### src/rtl/modereg_pkg.sv
package modereg_pkg;

   typedef enum logic [2:0] {
      ACC_RO,
      ACC_WO,
      ACC_RW,
      ACC_WP,
      ACC_RWP
   } acc_mode_e;

   localparam int unsigned IDX_CFG = 0;
   localparam int unsigned IDX_STS = 1;
   localparam int unsigned IDX_CMD = 2;
   localparam int unsigned IDX_ARR = 3;

   localparam int unsigned TAG_W   = 4;
   localparam int unsigned BURST_W = 8;
   localparam int unsigned CFG_W   = 1 + TAG_W;
   localparam int unsigned STS_W   = 2 + BURST_W;
   localparam int unsigned CMD_W   = 2;

   // enable=1 in bit 0, tag=0101 in bits 4:1
   localparam logic [CFG_W-1:0] CFG_DEFAULT = {4'b0101, 1'b1};
   // idle=1 in bit 0, stalling and count cleared
   localparam logic [STS_W-1:0] STS_DEFAULT = {{BURST_W{1'b0}}, 1'b0, 1'b1};

endpackage

### src/rtl/modereg_decode.sv
module modereg_decode #(
   parameter int unsigned ADDR_W = 4,
   parameter int unsigned NREG   = 9
)(
   input  logic              en_i,
   input  logic [ADDR_W-1:0] addr_i,
   output logic [NREG-1:0]   sel_o,
   output logic              miss_o
);
   if (NREG < 1 || NREG > (2 ** ADDR_W)) begin : g_bad_size
      $error("modereg_decode: NREG does not fit the address width");
   end

   for (genvar i = 0; i < NREG; i++) begin : g_sel
      assign sel_o[i] = en_i && (addr_i == ADDR_W'(i));
   end

   assign miss_o = en_i && !(|sel_o);
endmodule

### src/rtl/modereg_cell.sv
module modereg_cell
   import modereg_pkg::*;
#(
   parameter int unsigned      DATA_W  = 32,
   parameter int unsigned      W       = 8,
   parameter acc_mode_e        MODE    = ACC_RW,
   parameter logic [DATA_W-1:0] DEFAULT = '0
)(
   input  logic              clk,
   input  logic              rst,
   input  logic              we_i,
   input  logic [DATA_W-1:0] wdata_i,
   input  logic [W-1:0]      hw_i,
   output logic [W-1:0]      fab_o,
   output logic [DATA_W-1:0] rd_o
);
   if (W == 0 || W >= DATA_W) begin : g_bad_width
      $error("modereg_cell: W must be between 1 and DATA_W-1");
   end

   localparam int unsigned  PAD     = DATA_W - W;
   localparam logic [W-1:0] RST_VAL = DEFAULT[W-1:0];

   logic [W-1:0] q;
   logic [W-1:0] rd_val;
   wire          unused_hi = ^wdata_i[DATA_W-1:W];

   assign fab_o = q;
   assign rd_o  = {{PAD{1'b0}}, rd_val};

   if (MODE == ACC_RO) begin : g_ro
      wire unused_ro = ^{we_i, wdata_i[W-1:0]};
      always_ff @(posedge clk) begin
         if (rst) q <= RST_VAL;
         else     q <= hw_i;
      end
      assign rd_val = q;

      // a bus write never replaces the sampled fabric value
      assert_write_ignored_R6: assert property (@(posedge clk) disable iff (rst)
         we_i |=> (q == $past(hw_i)));
   end else if (MODE == ACC_RW || MODE == ACC_WO) begin : g_store
      wire unused_st = ^hw_i;
      always_ff @(posedge clk) begin
         if (rst)       q <= RST_VAL;
         else if (we_i) q <= wdata_i[W-1:0];
      end
      assign rd_val = (MODE == ACC_RW) ? q : '0;

      // stored value holds when not written
      assert_hold_without_write_R3: assert property (@(posedge clk) disable iff (rst)
         !we_i |=> $stable(q));
   end else begin : g_pulse
      always_ff @(posedge clk) begin
         if (rst)       q <= '0;
         else if (we_i) q <= wdata_i[W-1:0];
         else           q <= '0;
      end
      if (MODE == ACC_RWP) begin : g_rd_in
         assign rd_val = hw_i;
      end else begin : g_rd_zero
         wire unused_p = ^hw_i;
         assign rd_val = '0;
      end

      assert_pulse_single_R4: assert property (@(posedge clk) disable iff (rst)
         ((|q) && !we_i) |=> (q == '0));
   end
endmodule

### src/rtl/modereg_readout.sv
module modereg_readout #(
   parameter int unsigned DATA_W = 32,
   parameter int unsigned NREG   = 9
)(
   input  logic                        clk,
   input  logic                        rst,
   input  logic                        rd_i,
   input  logic [NREG-1:0]             sel_i,
   input  logic                        miss_i,
   input  logic [NREG-1:0][DATA_W-1:0] words_i,
   output logic [DATA_W-1:0]           rdata_o,
   output logic                        err_o
);
   logic [DATA_W-1:0] mux;

   always_comb begin
      mux = '0;
      for (int i = 0; i < NREG; i++) begin
         if (sel_i[i]) mux = mux | words_i[i];
      end
   end

   always_ff @(posedge clk) begin
      if (rst) begin
         rdata_o <= '0;
         err_o   <= 1'b0;
      end else begin
         rdata_o <= rd_i ? mux : '0;
         err_o   <= miss_i;
      end
   end

   assert_idle_rdata_zero_R7: assert property (@(posedge clk) disable iff (rst)
      !rd_i |=> (rdata_o == '0));
   assert_err_single_R8: assert property (@(posedge clk) disable iff (rst)
      !miss_i |=> !err_o);
endmodule

### src/rtl/modereg_bank.sv
module modereg_bank
   import modereg_pkg::*;
#(
   parameter int unsigned DATA_W    = 32,
   parameter int unsigned ADDR_W    = 4,
   parameter int unsigned ARRAY_LEN = 3,
   parameter int unsigned AW        = 28
)(
   input  logic                      clk,
   input  logic                      rst,
   input  logic                      bus_wr,
   input  logic                      bus_rd,
   input  logic [ADDR_W-1:0]         bus_addr,
   input  logic [DATA_W-1:0]         bus_wdata,
   output logic [DATA_W-1:0]         bus_rdata,
   output logic                      bus_err,
   output logic                      fab_enable,
   output logic [TAG_W-1:0]          fab_tag,
   input  logic                      fab_idle,
   input  logic                      fab_stalling,
   input  logic [BURST_W-1:0]        fab_bursts,
   output logic                      fab_start,
   output logic                      fab_flush,
   output logic [ARRAY_LEN*AW-1:0]   fab_rd_base,
   output logic [ARRAY_LEN*AW-1:0]   fab_wr_base
);
   localparam int unsigned NREG = IDX_ARR + 2 * ARRAY_LEN;
   localparam logic [ADDR_W-1:0] LAST_ADDR = ADDR_W'(NREG - 1);

   if (ARRAY_LEN < 1 || AW >= DATA_W || STS_W >= DATA_W) begin : g_bad_cfg
      $error("modereg_bank: array length or field width out of range");
   end

   logic [NREG-1:0]             wsel, rsel;
   logic                        wmiss, rmiss;
   logic [NREG-1:0][DATA_W-1:0] words;
   logic [CFG_W-1:0]            cfg_fab;
   logic [STS_W-1:0]            sts_unused_fab;
   logic [CMD_W-1:0]            cmd_fab;

   modereg_decode #(.ADDR_W(ADDR_W), .NREG(NREG)) u_wdec (
      .en_i(bus_wr), .addr_i(bus_addr), .sel_o(wsel), .miss_o(wmiss));
   modereg_decode #(.ADDR_W(ADDR_W), .NREG(NREG)) u_rdec (
      .en_i(bus_rd), .addr_i(bus_addr), .sel_o(rsel), .miss_o(rmiss));

   modereg_cell #(.DATA_W(DATA_W), .W(CFG_W), .MODE(ACC_RW),
                  .DEFAULT(DATA_W'(CFG_DEFAULT))) u_cfg (
      .clk, .rst, .we_i(wsel[IDX_CFG]), .wdata_i(bus_wdata), .hw_i('0),
      .fab_o(cfg_fab), .rd_o(words[IDX_CFG]));

   modereg_cell #(.DATA_W(DATA_W), .W(STS_W), .MODE(ACC_RO),
                  .DEFAULT(DATA_W'(STS_DEFAULT))) u_sts (
      .clk, .rst, .we_i(wsel[IDX_STS]), .wdata_i(bus_wdata),
      .hw_i({fab_bursts, fab_stalling, fab_idle}),
      .fab_o(sts_unused_fab), .rd_o(words[IDX_STS]));

   modereg_cell #(.DATA_W(DATA_W), .W(CMD_W), .MODE(ACC_WP)) u_cmd (
      .clk, .rst, .we_i(wsel[IDX_CMD]), .wdata_i(bus_wdata), .hw_i('0),
      .fab_o(cmd_fab), .rd_o(words[IDX_CMD]));

   for (genvar i = 0; i < ARRAY_LEN; i++) begin : g_arr
      modereg_cell #(.DATA_W(DATA_W), .W(AW), .MODE(ACC_RW)) u_rd (
         .clk, .rst, .we_i(wsel[IDX_ARR + 2*i]), .wdata_i(bus_wdata), .hw_i('0),
         .fab_o(fab_rd_base[i*AW +: AW]), .rd_o(words[IDX_ARR + 2*i]));
      modereg_cell #(.DATA_W(DATA_W), .W(AW), .MODE(ACC_RW)) u_wr (
         .clk, .rst, .we_i(wsel[IDX_ARR + 2*i + 1]), .wdata_i(bus_wdata), .hw_i('0),
         .fab_o(fab_wr_base[i*AW +: AW]), .rd_o(words[IDX_ARR + 2*i + 1]));
   end

   modereg_readout #(.DATA_W(DATA_W), .NREG(NREG)) u_rout (
      .clk, .rst, .rd_i(bus_rd), .sel_i(rsel), .miss_i(rmiss | wmiss),
      .words_i(words), .rdata_o(bus_rdata), .err_o(bus_err));

   assign fab_enable = cfg_fab[0];
   assign fab_tag    = cfg_fab[CFG_W-1:1];
   assign fab_start  = cmd_fab[0];
   assign fab_flush  = cmd_fab[1];

   assert_unmapped_flags_R8: assert property (@(posedge clk) disable iff (rst)
      ((bus_rd || bus_wr) && (bus_addr > LAST_ADDR)) |=> (bus_err && (bus_rdata == '0)));
   assert_mapped_no_err_R2: assert property (@(posedge clk) disable iff (rst)
      ((bus_rd || bus_wr) && (bus_addr <= LAST_ADDR)) |=> !bus_err);
   assert_cmd_reads_zero_R4: assert property (@(posedge clk) disable iff (rst)
      (bus_rd && (bus_addr == ADDR_W'(IDX_CMD))) |=> (bus_rdata == '0));
endmodule

### config.mk
export PLATFORM = sky130hd
export DESIGN_NAME = modereg_bank
export DESIGN_NICKNAME = d
export VERILOG_FILES = /design/src/rtl/modereg_pkg.sv /design/src/rtl/modereg_decode.sv /design/src/rtl/modereg_cell.sv /design/src/rtl/modereg_readout.sv /design/src/rtl/modereg_bank.sv
export SDC_FILE = /design/constraint.sdc
export NUM_CORES = 1
export LEC_CHECK = 0
export CELL_PAD_IN_SITES_DETAIL_PLACEMENT = 0
export CELL_PAD_IN_SITES_GLOBAL_PLACEMENT = 1
export CORE_ASPECT_RATIO = 0.7
export CORE_UTILIZATION = 49
export DETAILED_ROUTE_END_ITERATION = 10
export DONT_BUFFER_PORTS = 1
export GPL_TIMING_DRIVEN = 0
export PLACE_DENSITY_LB_ADDON = 0.3
export SYNTH_ARGS = -nofsm -noshare
export SYNTH_HDL_FRONTEND = slang
export SYNTH_SLANG_ARGS = --single-unit
export TNS_END_PERCENT = 5
### constraint.sdc
create_clock -name clk -period 3.4 [get_ports clk]
set_clock_uncertainty 0.15 [all_clocks]
set_input_delay 0.51 -clock clk [delete_from_list [all_inputs] [get_ports clk]]
set_output_delay 0.51 -clock clk [all_outputs]
set_load 0.02 [all_outputs]
# After elaboration in Yosys (flattened, before gate mapping)

Cells that the tools add are included.

Multiplexer cells: 8
Reduce and logical (&&, ||, !) cells: 27
Bitwise operators: 10
Eq/ne operators: 8

Operator list:

| operator             | count |
|---|---|
| $mux W32             | 7 |
| $or A32 B28 Y32      | 6 |
| $or A32 B10 Y32      | 1 |
| $logic_and A1 B1 Y1  | 20 |
| $reduce_or A9 Y1     | 2 |
| $eq A4 B3 Y1 const B | 4 |
| $eq A4 B2 Y1 const B | 2 |
| $mux W5              | 1 |
| $eq A4 B1 Y1 const B | 1 |
| $eq A4 B4 Y1 const B | 1 |
| $logic_not A4 Y1     | 1 |
| $reduce_or A2 Y1     | 2 |
| $logic_not A1 Y1     | 2 |
| $not A1 Y1           | 2 |
| $or A1 B1 Y1         | 1 |

Input port bits: 50
Flip-flop bits (word level): 218

# Longest topological paths before layout

Depth in word-level cells: 17
Mapped depth: 7
Mapped depth without buffers: 4

# Modules after synthesis

A second synthesis with hierarchy kept.

Cells, all modules: 1,138
Area total of the unflattened synthesis: 11,330.9 um2

Modules (own cells, without submodules):

| module                            | times used | cells each | area an instance (um2) |
|---|---|---|---|
| modereg_cell at g_arr[0].u_rd ... | 6          | 123        | 1,256.2 |
| modereg_readout                   | 1          | 225        | 2,357.3 |
| modereg_cell at u_sts             | 1          | 53         | 506.7 |
| modereg_cell at u_cfg             | 1          | 49         | 435.4 |
| modereg_cell at u_cmd             | 1          | 37         | 301.5 |
| modereg_decode                    | 2          | 17         | 91.3 |
| modereg_bank                      | 1          | 2          | 10.0 |

# Worst setup path after synthesis

Ideal clock, no wire load.

Kind: in2reg
Start: input port bus_addr[1]
End: register u_rout.rdata_o[23]
Setup slack: 1,474 ps
Required time: 3,118 ps
Library setup time: 132 ps
Arrival: 1,644 ps
Stages: 7
Cells stage by stage: buf_2 and2_1 and2_1 buf_6 buf_6 a222oi_1 a21oi_1

Word-level cells in the longest chain between the ends: 15

RTL lines:

| item                   | line                  | RTL |
|---|---|---|
| start: declaration     | modereg_bank.sv:13    | `input logic [ADDR_W-1:0] bus_addr,` |
| $eq A4 B1 Y1           | modereg_decode.sv:15  | `assign sel_o[i] = en_i && (addr_i == ADDR_W'(i));` |
| $logic_and A1 B1 Y1    | modereg_decode.sv:15  |  |
| $mux W32               | modereg_readout.sv:19 | `if (sel_i[i]) mux = mux \| words_i[i];` |
| $or A32 B28 Y32        | modereg_readout.sv:19 |  |
| $mux W32               | modereg_readout.sv:19 |  |
| $or A32 B28 Y32        | modereg_readout.sv:19 |  |
| $mux W32               | modereg_readout.sv:19 |  |
| $or A32 B28 Y32        | modereg_readout.sv:19 |  |
| $mux W32               | modereg_readout.sv:19 |  |
| $or A32 B28 Y32        | modereg_readout.sv:19 |  |
| $mux W32               | modereg_readout.sv:19 |  |
| $or A32 B28 Y32        | modereg_readout.sv:19 |  |
| $mux W32               | modereg_readout.sv:19 |  |
| $or A32 B28 Y32        | modereg_readout.sv:19 |  |
| $mux W32 (*)           | modereg_readout.sv:19 |  |
| end signal: assignment | modereg_readout.sv:28 | `rdata_o <= rd_i ? mux : '0;` |
| end: declaration       | modereg_readout.sv:11 | `output logic [DATA_W-1:0] rdata_o,` |

Mark *: on every way between the ends. The rest lies on a longest branch, timed or not.
A chain may end at the register's enable or synchronous reset.

# Final worst setup path

Start: input port bus_addr[1]
End: register u_rout.rdata_o[4]

Word-level cells in the longest chain between the ends: 17

RTL lines:

| item                | line |
|---|---|
| $logic_not A4 Y1    | modereg_decode.sv:15 |
| $logic_and A1 B1 Y1 | modereg_decode.sv:15 |
| $mux W5             | modereg_readout.sv:19 |
| $or A32 B10 Y32     | modereg_readout.sv:19 |
| $mux W32            | modereg_readout.sv:19 |
| $or A32 B28 Y32     | modereg_readout.sv:19 |
| $mux W32            | modereg_readout.sv:19 |
| $or A32 B28 Y32     | modereg_readout.sv:19 |
| $mux W32            | modereg_readout.sv:19 |
| $or A32 B28 Y32     | modereg_readout.sv:19 |
| $mux W32            | modereg_readout.sv:19 |
| $or A32 B28 Y32     | modereg_readout.sv:19 |
| $mux W32            | modereg_readout.sv:19 |
| $or A32 B28 Y32     | modereg_readout.sv:19 |
| $mux W32            | modereg_readout.sv:19 |
| $or A32 B28 Y32     | modereg_readout.sv:19 |
| $mux W32 (*)        | modereg_readout.sv:19 |

Marked as above.

==> out/qor.yml <==
cts:
  postCtsSetupRepairBufs: 0
  clk_path_buf_depth: 3
  clock_latency_ns: 0.51
  numCtsBuffers: 22
  cts_resized: 0
  clock-sinks: 214
  htreeDepth: 1
  clk_pin_slew_ns: 0.06
  cts_root_buf: "clkbuf_16"
  cts_tree: "done"
  cts_hold_buf: 37
routing:
  viasPerCell: 5.898
  dr.pass1.iters: 6
  drc: 0
  dr_total_vias: 7715
  wl_per_cell_um: 23.66
  drtIter0Drc: 1014
  ant_nets: 0
  finalWirelength_um: 30950
floorplan:
  ioPinCount: 258
  die_x_um: 159.0
  rows: 39
  core_mm2: 0.01659
  die_area_mm2: 0.01779
  dieHeight_um: 111.9
  start_util_pct: 50.94
run_status:
  status: "completed"
synthesis:
  synth_most_common_cell: "nand2_1"
  synth_common_cells: "363 x nand2_1, 214 x dfxtp_1, 198 x a21oi_1"
  synth_cells: 1005
  yosys_warnings: 0
  synth_area_leaders: "dfxtp_1 51%, nand2_1 16%, a21oi_1 12%"
  syn_area_per_cell_um2: 8.410
  synth_cell_type_count: 41
  async_reset_ff_share_pct: 0
  ys_seq_area_share_pct: 50.69
  synth_edf_count: 0
  synth_top_area_cell: "dfxtp_1"
  ys_seq_elements: 214
  synth_top_area_share_pct: 50.69
  synth_ff_type: "dfxtp_1"
  synthesis.area_mm2: 0.008452
sta:
  tightestPinTransition_ns: 0.8245
  setup_viol: 0
  hold_viol_final: 0
  fmax_mhz: 472.8
  grt_setup_unrepaired: "no"
  final.period_utilization_pct: 62.21
  drv_slew: 0
  finalSetupTns_ns: 0
  max_slew_margin_pct: 45.03
  period_minus_slack_ns: 2.115
cells_and_area:
  final_core_util_pct: 59.21
  drive_gt1_share_pct: 10.91
  fillCellCount: 1550
  nets: 1120
  fin_area_mm2: 0.009823
  area_growth_pct: 16.23
critical_path:
  crit_type: "input port to flip-flop"
  cp_top_family: "compound AO/OA/AOI/OAI gates"
  start_kind: "input port"
  cp_cell_sequence: "buf_2, nor2_2, clkbuf_1, a22o_1, a221oi_1, a21oi_1"
  worst_path_largest_cell_delay_ns: 0.63
  arrival_ns: 2.32
  end_kind: "flip-flop"
  critPathMaxFanout: 10
  critPathSlowestCell: "a221oi_1"
  crit_buf_inv: 2
  cp.required_ns: 3.60
global_route:
  gr-total-overflow: 0
  track_usage_pct: 33.73
  grt_pass1_wl_um: 45750
  antenna_found_initial: 1
  grt_pass1_vias: 7229
  grt_max_degree: 15
placed_design:
  gp_congestion: 0.8679
  place_area_mm2: 0.008745
  io_buffers: 0
  hpwl_um: 21010
power_and_ir_drop:
  finalPower_mw: 5.331
  power_per_cell_area_mw_per_mm2: 542.7
  p_leak_nw: 3.328
  ir_worst_vdd_mv: 0.4004
hold_path:
  worst_hold_path_type: "input port to flip-flop"
flow_run:
  drv_cap: 0
-- worst paths after layout --
| check | startpoint | end | slack, ns | depth (start not counted) |
|---|---|---|---|---|
| hold reg to reg | g_arr[1].u_rd.fab_o[3] | g_arr[1].u_rd.fab_o[3] | 0.42 | 2 |
| hold / removal | bus_wdata[9] | g_arr[0].u_wr.fab_o[9] | 0.02 | 2 |
| setup reg to reg | g_arr[0].u_wr.fab_o[4] | u_rout.rdata_o[4] | 1.69 | 3 |
| setup / recovery | bus_addr[1] | u_rout.rdata_o[4] | 1.28 | 6 |
-- final cells by class --
cell class                 instances  area, um^2  area share, %
sequential                       214        4284          43.61
multi-input combinational        713        3752          38.20
clock buffer                      30       611.8          6.229
buffer                            81       426.7          4.343
timing repair buffer              38       380.4          3.872
tap                              225       281.5          2.866
clock inverter                     6       83.83         0.8534
antenna                            1       2.502        0.02547
-- placed cells by master, fill, tap and decap left out, types with 2 or more instances in the layout --
master	instances
and2_1	8
a211o_1	3
nor2_1	6
clkbuf_16	23
clkinv_2	3
nor3b_1	2
mux2i_1	5
nor3b_4	2
dfxtp_1	214
a32oi_1	5
clkbuf_1	38
mux2_2	23
a21oi_1	198
mux4_2	5
bufinv_16	2
dlygate4sd3_1	38
buf_4	18
a22o_1	28
buf_1	2
nor2b_1	9
buf_2	25
nand2b_1	2
nand2_1	363
and3b_1	2
nand2_2	3
a22oi_1	5
buf_6	3
nand3_1	2
and3_1	3
a222oi_1	18
conb_1	4
a221oi_1	5
-- logic make-up (layout without fill, tap and decap cells) --
family / after synthesis / after routing / synth area share [%]
buffers and inverters: 81 / 155 / 5.048
AND/OR/NAND/NOR: 414 / 414 / 20.68
other: 1 / 5 / 0.04437
flip-flops: 214 / 214 / 50.69
AO/OA/AOI/OAI: 262 / 262 / 18.55
multiplexers: 33 / 33 / 4.989
-- per-layer routing --
metal  up-vias  track usage, %  wire length (um)
met5         -               0                 0
met4         0           7.692               473
met3        40           13.71              4460
met2       479           48.71             12860
met1      3638           46.79             13150
li1       3558               -                 -
-- report_power, final --
group / internal (mW) / total, mW / switching, mW
logic: 0.102 / 0.318 / 0.216
registers: 2.54 / 2.61 / 0.0653
clock network: 1.41 / 2.41 / 1.00
-- registers in the layout (all words and copies together), names as in the netlist --
| signal | cells |
|---|---|
| g_arr.u_rd.fab_o | 84 |
| g_arr.u_wr.fab_o | 84 |
| u_rout.rdata_o | 28 |
| u_sts.fab_o | 10 |
| u_cfg.fab_o | 5 |
| u_cmd.fab_o | 2 |
| u_rout.err_o | 1 |
-- stage by stage --
step	instances	setup WS [ns]	hold slack, ns
global route	1308	1.182	0.0003953
global placement	1233	0.8988	0.4090
CTS	1306	1.393	0.000008438
finish	1308	1.285	0.01506
detailed placement	1233	0.8720	0.4118
floorplan	1008	1.474	0.3900
(Power assumes the default switching activity.)
